**src/rtl/gpio_pkg.sv**
```systemverilog
package gpio_pkg;
    localparam int BANK_W   = 16;
    localparam int NBANKS   = 2;
    localparam int PINS     = BANK_W * NBANKS;
    localparam int BUS_W    = 2 * BANK_W;
    localparam int NREGS    = 2 * NBANKS;
    localparam int ADDR_W   = 4;
    localparam logic [ADDR_W-1:0] ADDR_PINS = ADDR_W'(NREGS);

    typedef enum logic {KIND_OUT = 1'b0, KIND_DIR = 1'b1} reg_kind_e;
endpackage

```
**src/rtl/gpio_mreg.sv**
```systemverilog
module gpio_mreg #(
    parameter int W = 16
) (
    input  logic           clk,
    input  logic           rst_n,
    input  logic           wr_en,
    input  logic [2*W-1:0] wdata,
    output logic [W-1:0]   q
);
    typedef struct packed {
        logic [W-1:0] val;
    } state_t;

    state_t st_d, st_q;
    logic [W-1:0] en;
    logic [W-1:0] nv;

    always_comb begin
        en   = wdata[2*W-1:W];
        nv   = wdata[W-1:0];
        st_d = st_q;
        if (wr_en) st_d.val = (st_q.val & ~en) | (nv & en);
    end

    always_ff @(posedge clk or negedge rst_n) begin
        if (!rst_n) st_q <= '0;
        else        st_q <= st_d;
    end

    assign q = st_q.val;

    AST_IDLE_HOLD: assert property (@(posedge clk) disable iff (!rst_n)
        !wr_en |=> $stable(q));
    AST_MASKED_KEEP: assert property (@(posedge clk) disable iff (!rst_n)
        wr_en |=> ((q ^ $past(q)) & ~$past(wdata[2*W-1:W])) == '0);
    AST_ENABLED_TAKE: assert property (@(posedge clk) disable iff (!rst_n)
        wr_en |=> ((q ^ $past(wdata[W-1:0])) & $past(wdata[2*W-1:W])) == '0);
endmodule

```
**src/rtl/gpio_sync.sv**
```systemverilog
module gpio_sync #(
    parameter int W      = 32,
    parameter int STAGES = 2
) (
    input  logic         clk,
    input  logic         rst_n,
    input  logic [W-1:0] din,
    output logic [W-1:0] dout
);
    typedef struct packed {
        logic [STAGES-1:0][W-1:0] stg;
    } state_t;

    state_t st_d, st_q;

    always_comb begin
        st_d = st_q;
        st_d.stg[0] = din;
        for (int k = 1; k < STAGES; k++) st_d.stg[k] = st_q.stg[k-1];
    end

    always_ff @(posedge clk or negedge rst_n) begin
        if (!rst_n) st_q <= '0;
        else        st_q <= st_d;
    end

    assign dout = st_q.stg[STAGES-1];

    generate
        if (STAGES > 1) begin : g_chk
            AST_SYNC_SHIFT: assert property (@(posedge clk) disable iff (!rst_n)
                1'b1 |=> dout == $past(st_q.stg[STAGES-2]));
        end
    endgenerate
endmodule

```
**src/rtl/masked_gpio.sv**
```systemverilog
module masked_gpio
    import gpio_pkg::*;
(
    input  logic              clk,
    input  logic              rst_n,
    input  logic [ADDR_W-1:0] bus_addr,
    input  logic              bus_wr,
    input  logic [BUS_W-1:0]  bus_wdata,
    output logic [BUS_W-1:0]  bus_rdata,
    input  logic [PINS-1:0]   pin_in,
    output logic [PINS-1:0]   pin_out,
    output logic [PINS-1:0]   pin_oe
);
    logic [NREGS-1:0][BANK_W-1:0] reg_q;
    logic [NREGS-1:0]             reg_wr;
    logic [PINS-1:0]              pins_sync;

    genvar gi;
    generate
        for (gi = 0; gi < NREGS; gi++) begin : g_reg
            assign reg_wr[gi] = bus_wr && (bus_addr == ADDR_W'(gi));
            gpio_mreg #(.W(BANK_W)) i_mreg (
                .clk   (clk),
                .rst_n (rst_n),
                .wr_en (reg_wr[gi]),
                .wdata (bus_wdata),
                .q     (reg_q[gi])
            );
        end
        for (gi = 0; gi < NBANKS; gi++) begin : g_bank
            assign pin_out[gi*BANK_W +: BANK_W] = reg_q[2*gi + int'(KIND_OUT)];
            assign pin_oe [gi*BANK_W +: BANK_W] = reg_q[2*gi + int'(KIND_DIR)];
        end
    endgenerate

    gpio_sync #(.W(PINS), .STAGES(2)) i_sync (
        .clk   (clk),
        .rst_n (rst_n),
        .din   (pin_in),
        .dout  (pins_sync)
    );

    always_comb begin
        bus_rdata = '0;
        if (bus_addr < ADDR_PINS)
            bus_rdata = {{(BUS_W-BANK_W){1'b0}}, reg_q[bus_addr[$clog2(NREGS)-1:0]]};
        else if (bus_addr == ADDR_PINS)
            bus_rdata = pins_sync;
    end

    AST_UPPER_ZERO: assert property (@(posedge clk) disable iff (!rst_n)
        (bus_addr < ADDR_PINS) |-> bus_rdata[BUS_W-1:BANK_W] == '0);
    AST_UNMAPPED_ZERO: assert property (@(posedge clk) disable iff (!rst_n)
        (bus_addr > ADDR_PINS) |-> bus_rdata == '0);
    AST_NO_STRAY_WRITE: assert property (@(posedge clk) disable iff (!rst_n)
        (bus_wr && bus_addr >= ADDR_PINS) |=> $stable(pin_out) && $stable(pin_oe));
    AST_OTHER_BANK: assert property (@(posedge clk) disable iff (!rst_n)
        (bus_wr && bus_addr[1] == 1'b0) |=> $stable(pin_out[PINS-1:BANK_W]));
endmodule

```
**config.mk**
```make
export PLATFORM = sky130hd
export DESIGN_NAME = masked_gpio
export DESIGN_NICKNAME = d
export VERILOG_FILES = /design/src/rtl/gpio_pkg.sv /design/src/rtl/gpio_mreg.sv /design/src/rtl/gpio_sync.sv /design/src/rtl/masked_gpio.sv
export SDC_FILE = /design/constraint.sdc
export NUM_CORES = 1
export LEC_CHECK = 0
export BUFFER_PORTS_ARGS = -buffer_cell sky130_fd_sc_hd__buf_4
export CORE_MARGIN = 5
export CORE_UTILIZATION = 35
export CTS_BUF_LIST = sky130_fd_sc_hd__clkbuf_16
export DETAILED_ROUTE_END_ITERATION = 7
export PLACE_DENSITY = 0.71
export SYNTH_ARGS = -nofsm -noshare
export SYNTH_HDL_FRONTEND = slang
export SYNTH_SLANG_ARGS = --single-unit
```
**constraint.sdc**
```tcl
create_clock -name clk -period 1 [get_ports clk]
set_input_delay 0.1 -clock clk [delete_from_list [all_inputs] [get_ports clk]]
set_output_delay 0.1 -clock clk [all_outputs]
set_load 0.005 [all_outputs]
```
==> flow_summary_export.csv <==
group,metric,value,unit
synth,synth_async_sr_flop_share,100,%
route,detailedRoute.firstIterationViolations,218,
power_and_ir_drop,static_leakage,0.00477,uW
clock_network,depth_of_the_cts_h_tree,4,
place,globalplace.congestion,0.826,
power_and_ir_drop,post-layout-total-power,17800,uW
critical_path,worst-path-buf-inv,1,
clock_network,numCtsBuffers,17,
place,portBuffers,166,
floorplan,initial_standard_cell_utilization_of_the_core,35.5,%
synth,synth.cell_area,5380,um2
synth,synth_enable_flop_cells,0,
floorplan,boundaryPins,167,
sta,fin_ws,-644,ps
clock_network,clk-insertion-delay-late,420,ps
clock_network,cts_tree,"yes",
sta,setup_viol,104,
synth,synth_ff_type,"dfrtp_1",
global_route,gr-total-overflow,0,
critical_path,cp.required,900,ps
route,via_count,4603,
sta,fin_worst_skew,3.77,ps
synth,synth_top_family_by_area,"multiplexers",
critical_path,cp_slowest_stage_delay,410,ps
power_and_ir_drop,ir_drop,1440,uV
critical_path,critical_path_class,"flip-flop to output port",
sta,hold_slack,39.1,ps
floorplan,floorplan.die_area,18000,um2
clock_network,path_clk_slew,60,ps
critical_path,worst-endpoint-arrival,1540,ps
sta,summed_negative_setup_slack_over_all_endpoints,-23200,ps
synth,post_synth_and_or_nand_nor_area_fraction,13.1,%
floorplan,chipHeight,134,um
sta,grt_setup_unrepaired,"yes",
route,route.antenna.remaining_nets,0,
sta,final_critical_path_required_period,1640,ps
synth,synthDistinctLibCells,23,
route,per_cell_routed_wire_length,20.6,um
clock_network,clock-root-buffer,"clkbuf_16",
floorplan,std_cell_rows,45,
layout,fin_area,10200,um2
layout,num-fill-cells,1025,
hold_path,hp-class,"input port to flip-flop",
global_route,antenna_found_initial,0,
sta,layout_worst_path_cycle_share,164,%
place,dp_area,7860,um2
sta,hold_viol_final,0,
run,count_of_max_cap_constraint_violations,0,
clock_network,clock-sinks,128,
critical_path,cpMaxStageDelayCell,"dfrtp_1",
status,failed_checks,"setup timing",
critical_path,worst_setup_path_start_kind,"flip-flop",
global_route,grt.total_usage,20.5,%
status,run_status,"finished, violations left",
power_and_ir_drop,powerDensity,1750,nW/um2
synth,compound_cell_area_share_of_the_yosys_netlist,2.98,%
layout,syn2layout_area_growth,89.2,%
critical_path,path_delay_family,"flip-flops",
sta,max-slew-margin-rel,74.6,%
synth,synth_seq_area_share,59.5,%
layout,insertedDiodeCount,0,
global_route,grt_start_max_net_pins,49,
synth,syn_area_per_cell,14.5,um2
route,viasPerCell,5.02,
synth,netlist.area_leader.share,59.5,%
synth,synth_xor_xnor_area_share,0,%
sta,fmax,608,MHz
synth,synth_top_cell_by_area,"dfrtp_1",
sta,worst_max_slew_pin_slew,377,ps
route,route.final.wire_length,18900,um
synth,yosys_register_bits,128,
floorplan,core_region_area,15100,um2
floorplan,die_width,134,um
synth,postSynthNetCount,441,
synth,synth_cells,370,
global_route,grt_pass1_vias,5154,
synth,ys_warn_count,0,
clock_network,clock_path_buffers,2,
layout,final_nets,787,
critical_path,crit_path_cell_trace,"mux2_4, a221o_1, buf_4",
sta,final-max-slew-violation-count,0,
synth,post_synth_main_area_contributors,"dfrtp_1 60%, mux2_1 7.7%, mux2_2 6.1%",
synth,yosys.area_share.adder,0,%
global_route,grt_first_pass_wirelength,28400,um
synth,proportion_of_synthesized_area_in_mux_cells,20.7,%
critical_path,crit_path_end_kind,"output port",
route,drc,0,
critical_path,path_max_fanout,2,
layout,drive_above_1_share,67.9,%
route,drtPass1Iterations,4,
place,detailedPlacementHpwl,11600,um
[final timing paths]
kind                                            from                   endpoint  slack [ps]  cells after the start
hold reg to reg            i_sync.st_d[34]$_DFF_PN0_   i_sync.dout[2]$_DFF_PN0_         350                      0
hold / removal                         bus_wdata[30]                  flip-flop          40                      3
min in group asynchronous                      rst_n  i_sync.st_d[61]$_DFF_PN0_          90                      2
max in group asynchronous                      rst_n  i_sync.dout[12]$_DFF_PN0_         350                      3
setup / recovery                           flip-flop              bus_rdata[14]        -640                      3
setup reg to reg                           flip-flop                  flip-flop        -110                      4
[power breakdown]
group	switching [uW]	leakage [uW]	total, uW	internal (uW)
Clock	2560	0.000275	6050	3490
Sequential	435	0.00156	6260	5820
Combinational	1770	0.00293	5470	3700
Total	4770	0.00477	17800	13000
[worst min-delay path: cells and delay by family]
kind / cells / cell delay, ps
AND/OR/NAND/NOR: 1 / 70
multiplexers: 1 / 120
buffers and inverters: 1 / 130
[Yosys cell counts (6+ instances only)]
| cell type | count |
|---|---|
| mux2i_1 | 16 |
| nor4_1 | 16 |
| and2_1 | 16 |
| buf_4 | 6 |
| nand3_2 | 10 |
| mux2_1 | 37 |
| nor3b_1 | 16 |
| buf_6 | 9 |
| mux2_4 | 14 |
| buf_2 | 6 |
| a221o_1 | 16 |
| dfrtp_1 | 128 |
| mux2_2 | 29 |
| nand3_1 | 38 |
[through the flow]
| stage | utilization (%) | cells | setup WS, ps |
|---|---|---|---|
| after floorplan | - | 370 | -184 |
| after global placement | 51.9 | 796 | -415 |
| after detailed placement | 51.9 | 796 | -473 |
| after CTS | 64.5 | 894 | -660 |
| after global routing | 67.2 | 917 | -704 |
| final | 67.2 | 917 | -644 |
[repair_timing]
action                                 4_1_cts  5_1_grt
hold buffers                                49        0
pin swaps                                    4       11
endpoints found under the hold margin      224        0
setup buffers                               23       41
gates cloned                                 3        0
gates resized for setup                    174       79
setup endpoints to repair                   97      119
[final cells by class]
| class | count | area [um2] | area share, % |
|---|---|---|---|
| Timing Repair Buffer | 354 | 3700 | 36.4 |
| Sequential cell | 128 | 3200 | 31.5 |
| Multi-Input combinational cell | 215 | 2460 | 24.2 |
| Clock buffer | 17 | 425 | 4.18 |
| Tap cell | 188 | 235 | 2.31 |
| Clock inverter | 15 | 148 | 1.45 |
[cell families (layout without fill, tap and decap cells)]
group | Yosys count | after routing
AND/OR/NAND/NOR | 103 | 103
multiplexers | 96 | 96
AO/OA/AOI/OAI | 16 | 16
buffers and inverters | 27 | 386
flip-flops | 128 | 128
[per-layer routing]
metal	routed length [um]	GRT usage (%)	vias up
li1	-	-	2065
met1	7750	25.6	2362
met4	368	5.83	0
met2	9730	34.5	147
met3	1000	6.08	29
met5	0	0	-
[layout by cell type (no fill, tap or decap)]
| cell type | instances |
|---|---|
| nand4bb_4 | 1 |
| and2b_1 | 1 |
| and4bb_2 | 1 |
| mux2i_1 | 12 |
| buf_16 | 3 |
| nor2_4 | 1 |
| clkbuf_16 | 17 |
| mux2i_2 | 4 |
| buf_12 | 16 |
| buf_4 | 110 |
| mux2_2 | 22 |
| nor4b_4 | 1 |
| mux2_1 | 3 |
| nor3b_4 | 4 |
| and2_4 | 16 |
| dfrtp_1 | 128 |
| mux2_4 | 55 |
| bufinv_16 | 1 |
| nor3b_2 | 14 |
| dlygate4sd3_1 | 49 |
| inv_6 | 6 |
| nand3_2 | 33 |
| clkinv_1 | 1 |
| buf_8 | 1 |
| a221o_1 | 16 |
| clkinvlp_4 | 2 |
| buf_6 | 175 |
| nand3_1 | 15 |
| nor4_2 | 7 |
| inv_8 | 1 |
| nor4_1 | 9 |
| clkinv_4 | 4 |
Power figures use the tool's default switching activity.
